File: src/rtl/abl_pkg.sv
package abl_pkg;
  localparam int BEAT_W = 2;
  typedef logic [BEAT_W-1:0] beat_t;
endpackage

File: src/rtl/abl_beat_ctr.sv
module abl_beat_ctr #(
  parameter int BW = abl_pkg::BEAT_W
) (
  input  logic          clk,
  input  logic          rst,
  input  logic          suspend,
  input  logic          step_nload,
  output logic [BW-1:0] cnt_q,
  output logic [BW-1:0] cnt_d
);
  logic do_load;
  logic do_step;

  assign do_load = !suspend && !step_nload;
  assign do_step = !suspend &&  step_nload;

  always_comb begin
    cnt_d = cnt_q;
    if (do_load)      cnt_d = '0;
    else if (do_step) cnt_d = cnt_q + 1'b1;
  end

  always_ff @(posedge clk) begin
    if (rst) cnt_q <= '0;
    else     cnt_q <= cnt_d;
  end
endmodule

File: src/rtl/abl_order_map.sv
module abl_order_map #(
  parameter int BW = abl_pkg::BEAT_W
) (
  input  logic          interleave,
  input  logic [BW-1:0] start_lo,
  input  logic [BW-1:0] beat,
  output logic [BW-1:0] lo
);
  logic [BW-1:0] xor_lo;
  logic [BW-1:0] add_lo;

  assign xor_lo = start_lo ^ beat;
  assign add_lo = start_lo + beat;
  assign lo     = interleave ? xor_lo : add_lo;
endmodule

File: src/rtl/abl_burst_seq.sv
module abl_burst_seq #(
  parameter int ADDR_W = 20
) (
  input  logic              clk,
  input  logic              rst,
  input  logic              suspend,
  input  logic              step_nload,
  input  logic              interleave,
  input  logic [ADDR_W-1:0] ext_addr,
  output logic [ADDR_W-1:0] beat_addr
);
  localparam int BW = abl_pkg::BEAT_W;

  logic [ADDR_W-1:0] base_q;
  logic [ADDR_W-1:0] base_d;
  logic [BW-1:0]     cnt_q;
  logic [BW-1:0]     cnt_d;
  logic [BW-1:0]     lo_d;

  always_comb begin
    base_d = base_q;
    if (!suspend && !step_nload) base_d = ext_addr;
  end

  abl_beat_ctr #(.BW(BW)) u_ctr (
    .clk        (clk),
    .rst        (rst),
    .suspend    (suspend),
    .step_nload (step_nload),
    .cnt_q      (cnt_q),
    .cnt_d      (cnt_d)
  );

  abl_order_map #(.BW(BW)) u_map (
    .interleave (interleave),
    .start_lo   (base_d[BW-1:0]),
    .beat       (cnt_d),
    .lo         (lo_d)
  );

  always_ff @(posedge clk) begin
    if (rst) begin
      base_q    <= '0;
      beat_addr <= '0;
    end else if (!suspend) begin
      base_q    <= base_d;
      beat_addr <= {base_d[ADDR_W-1:BW], lo_d};
    end
  end
endmodule

File: config.mk
export PLATFORM = sky130hd
export DESIGN_NAME = abl_burst_seq
export DESIGN_NICKNAME = d
export VERILOG_FILES = /design/src/rtl/abl_pkg.sv /design/src/rtl/abl_beat_ctr.sv /design/src/rtl/abl_order_map.sv /design/src/rtl/abl_burst_seq.sv
export SDC_FILE = /design/constraint.sdc
export NUM_CORES = 1
export LEC_CHECK = 0
export BUFFER_PORTS_ARGS = -buffer_cell sky130_fd_sc_hd__clkbuf_2
export CAP_MARGIN = 0
export CORE_UTILIZATION = 41
export CTS_BUF_LIST = sky130_fd_sc_hd__clkbuf_4 sky130_fd_sc_hd__clkbuf_8
export DETAILED_ROUTE_END_ITERATION = 12
export GPL_ROUTABILITY_DRIVEN = 0
export PLACE_DENSITY = 0.68
export SYNTH_ARGS = -nofsm -noshare
export SYNTH_HDL_FRONTEND = slang
export SYNTH_SLANG_ARGS = --single-unit
File: constraint.sdc
create_clock -name clk -period 3.86 [get_ports clk]
set_clock_uncertainty 0.05 [all_clocks]
set_input_delay 0.386 -clock clk [delete_from_list [all_inputs] [get_ports clk]]
set_output_delay 0.386 -clock clk [all_outputs]
set_load 0.02 [all_outputs]
==> run metrics <==
status complete, but fails checks; failing checks design-rule violations; area fraction in compound gates after synthesis 0.1437; cell repeated most along the worst path nand2_1; CTS tree built; area of the core 2477 µm²; number of global-route vias before repair 689; maximum clock insertion buffer count 2; area of the die around 2800 µm²; register clock-pin slew on the reported worst setup and hold paths about 0.12 ns; total number of vias 889; critical-path cell list clkbuf_2 > nor2_2 > nand2_1 > nand2_1 > ha_1 > nand2b_1 > a21o_1 > a2111oi_2 > a311o_2; Crit Path Max Fanout 19; fraction of final layout cells sized beyond drive strength 1 0.3377; clock period minus worst slack 2.111 ns; simple-gate portion of the synthesized area 0.2196; Design Area, Final between 1000 and 1500 µm²; Setup crit start kind primary input; starting density of the core 0.4323; Final setup violation count 0; element type at the critical path end register; average wire per cell in the routed design about 11 µm; type of the most critical hold path primary input to register; Distinct cells, synth 22; proportion of synthesized chip area in sequential cells 0.4486; leakage power figure about 0.53 nW; total half-perimeter wirelength after legalization and detailed placement between 1000 and 1500 µm; combinational family with the most area after synthesis simple AND/OR/NAND/NOR gates; DRC violations left 1; fraction of the cycle the final worst path needs 0.5469; Chip Height roughly 53 µm; unrepaired setup endpoints after global routing false; final-layout setup total negative slack 0 ns; post-synthesis net count 158; number of buffers added on ports between 40 and 50; cell with the largest stage delay on the worst path nor2_2; Highest Clock Rate between 400 and 500 MHz; Avg Synthesized Cell Area approximately 8 µm²; first-pass GRT wire length between 3000 and 4000 µm; Std-Cell Rows 18; relative area change from synthesis to final layout 9.462%; post-synthesis share of cell area spent on xor and xnor gates 0; cts repair resizes 0; sum of overflow across all layers after global routing 0; sink count of the clock tree 24; tightest slew margin relative to the limit 0.5361; number of antenna violations at the first check in global routing 0; share of cell area taken by muxes after synthesis 0.009346; largest vdd supply drop between 0.15 and 0.2 mV; Antenna Cells 0; count of buffers added by post-CTS timing repair for setup 0; Warnings, synthesis 0; CTS Hold Buffers Added 0; boundary pin count 45; residual antenna-violating net count after detailed routing 0; Register Area around 480 µm²; nets@finish 182; CTS H-Tree Depth 1; number of violations reported at the end of detailed-routing iteration 0 17; fillers ~260; later-pin clock latency in the skew report slightly above 0.3 ns; share of synthesized cell area in full adder, half adder and majority cells 0.01168; first-pass iteration count of the detailed router 9; CTS Root Cell clkbuf_4; type of the worst setup path primary input to register; slew of the pin with the lowest slew margin 0.6950 ns; Synth Instances approximately 130; synthesized cell area 1071 µm²; Synth Register Bits 24; power density over cell area roughly 380 nW/µm²; number of buffers created by CTS 3; Arrival @ worst endpoint between 2 and 2.5 ns; Max-cap violations 0; maximum single-stage delay on the critical path roughly 0.59 ns; number of vias per cell after detailed routing about 4.8; cell area after placement roughly 1100 µm²; area of combinational cells with multiple inputs 411.6 µm²; maximum number of pins on one net before global-route repair 27; number of pins exceeding their max-slew limit in the final report 0; horizontal extent of the die 53.11 µm; overall fraction of global-route tracks in use 0.1561; required time of the critical path around 4 ns; number of hold violations in the final report 0; total length of routed wires approximately 2100 µm
==> registers in the layout, summed over array words and instances (netlist names) <==
| signal | flops |
|---|---|
| base_q | 2 |
| beat_addr | 20 |
| u_ctr.cnt_q | 2 |
==> layout make-up <==
| class | count | area share |
|---|---|---|
| Clock buffer | 3 | 0.01921 |
| Multi-Input combinational cell | 83 | 0.3511 |
| Sequential cell | 24 | 0.4098 |
| Tap cell | 30 | 0.03202 |
| Timing Repair Buffer | 44 | 0.1878 |
==> layout by cell type (no fill, tap or decap) <==
master,netlist,layout
nor3b_1,2,2
clkbuf_2,0,44
nand2b_1,1,1
a21o_1,1,1
a21oi_1,21,21
nor2b_1,2,2
or2_2,1,1
a2111oi_2,1,1
a311o_2,1,1
or3b_4,1,1
nor2_2,1,1
dfxtp_1,24,24
or2b_1,1,1
clkbuf_4,0,3
ha_1,1,1
mux2i_1,1,1
nor2_1,2,2
o21ai_0,3,3
nand3_1,1,1
nand2_1,42,42
==> routing by layer <==
metal  up-vias  global-route usage  share of wire
met5         -                   0              0
met4         0             0.09211          0.020
met3         5             0.02874          0.061
met2        28              0.2553           0.46
met1       402              0.1882           0.46
li1        454                   -              -
==> cell families after synthesis <==
kind of cell	Yosys count
AO/OA/AOI/OAI	27
adder cells (fa/ha/maj)	1
buffers and inverters	25
flip-flops	24
multiplexers	1
AND/OR/NAND/NOR	54
==> synth_stat cells <==
library cell	instances	area [µm²]
nor3b_1	2	15.01
nand2b_1	1	6.260
buf_2	3	15.01
nor2_1	2	7.510
dfxtp_1	24	480.5
buf_4	19	142.6
nor2b_1	2	12.51
a21o_1	1	7.510
a311o_2	1	11.26
or2b_1	1	7.510
o21ai_0	3	15.01
nor2_2	1	6.260
clkbuf_1	2	7.510
or2_2	1	6.260
a21oi_1	21	105.1
clkbuf_8	1	13.76
mux2i_1	1	10.01
ha_1	1	12.51
nand2_1	42	157.7
or3b_4	1	11.26
a2111oi_2	1	15.01
nand3_1	1	5.000
==> power by group <==
part           switching, mW  internal (mW)  leakage [nW]
registers            0.00612          0.260         0.196
clock network         0.0724         0.0365        0.0138
logic                 0.0409         0.0265         0.322
total                  0.119          0.323         0.532
==> worst max-delay path, delay by kind of cell <==
family,cells,cell delay (ns)
AND/OR/NAND/NOR,4,0.94
AO/OA/AOI/OAI,3,0.66
buffers and inverters,1,0.18
adder cells (fa/ha/maj),1,0.15
==> worst paths after layout <==
kind                                      from             to  slack [ns]  depth (start not counted)
worst max register to register  u_ctr.cnt_q[0]   beat_addr[1]        2.04                          7
worst max-delay path                   suspend   beat_addr[1]        1.75                          9
worst min-delay path              ext_addr[17]  beat_addr[17]        0.23                          3
worst min register to register   beat_addr[14]  beat_addr[14]        0.41                          2
==> through the flow <==
| stage | utilization | power, mW | hold slack (ns) | worst slack (ns) | std cells |
|---|---|---|---|---|---|
| floorplan | - | 0.3250 | 0.3852 | 1.797 | 132 |
| global placement | 0.4641 | 0.3377 | 0.3908 | 1.548 | 181 |
| detailed placement | 0.4641 | 0.3389 | 0.3995 | 1.428 | 181 |
| CTS | 0.4732 | 0.4459 | 0.2297 | 1.720 | 184 |
| global route | 0.4732 | 0.4663 | 0.2231 | 1.517 | 184 |
| finish | 0.4732 | 0.4420 | 0.2292 | 1.749 | 184 |
(Power assumes the default switching activity.)
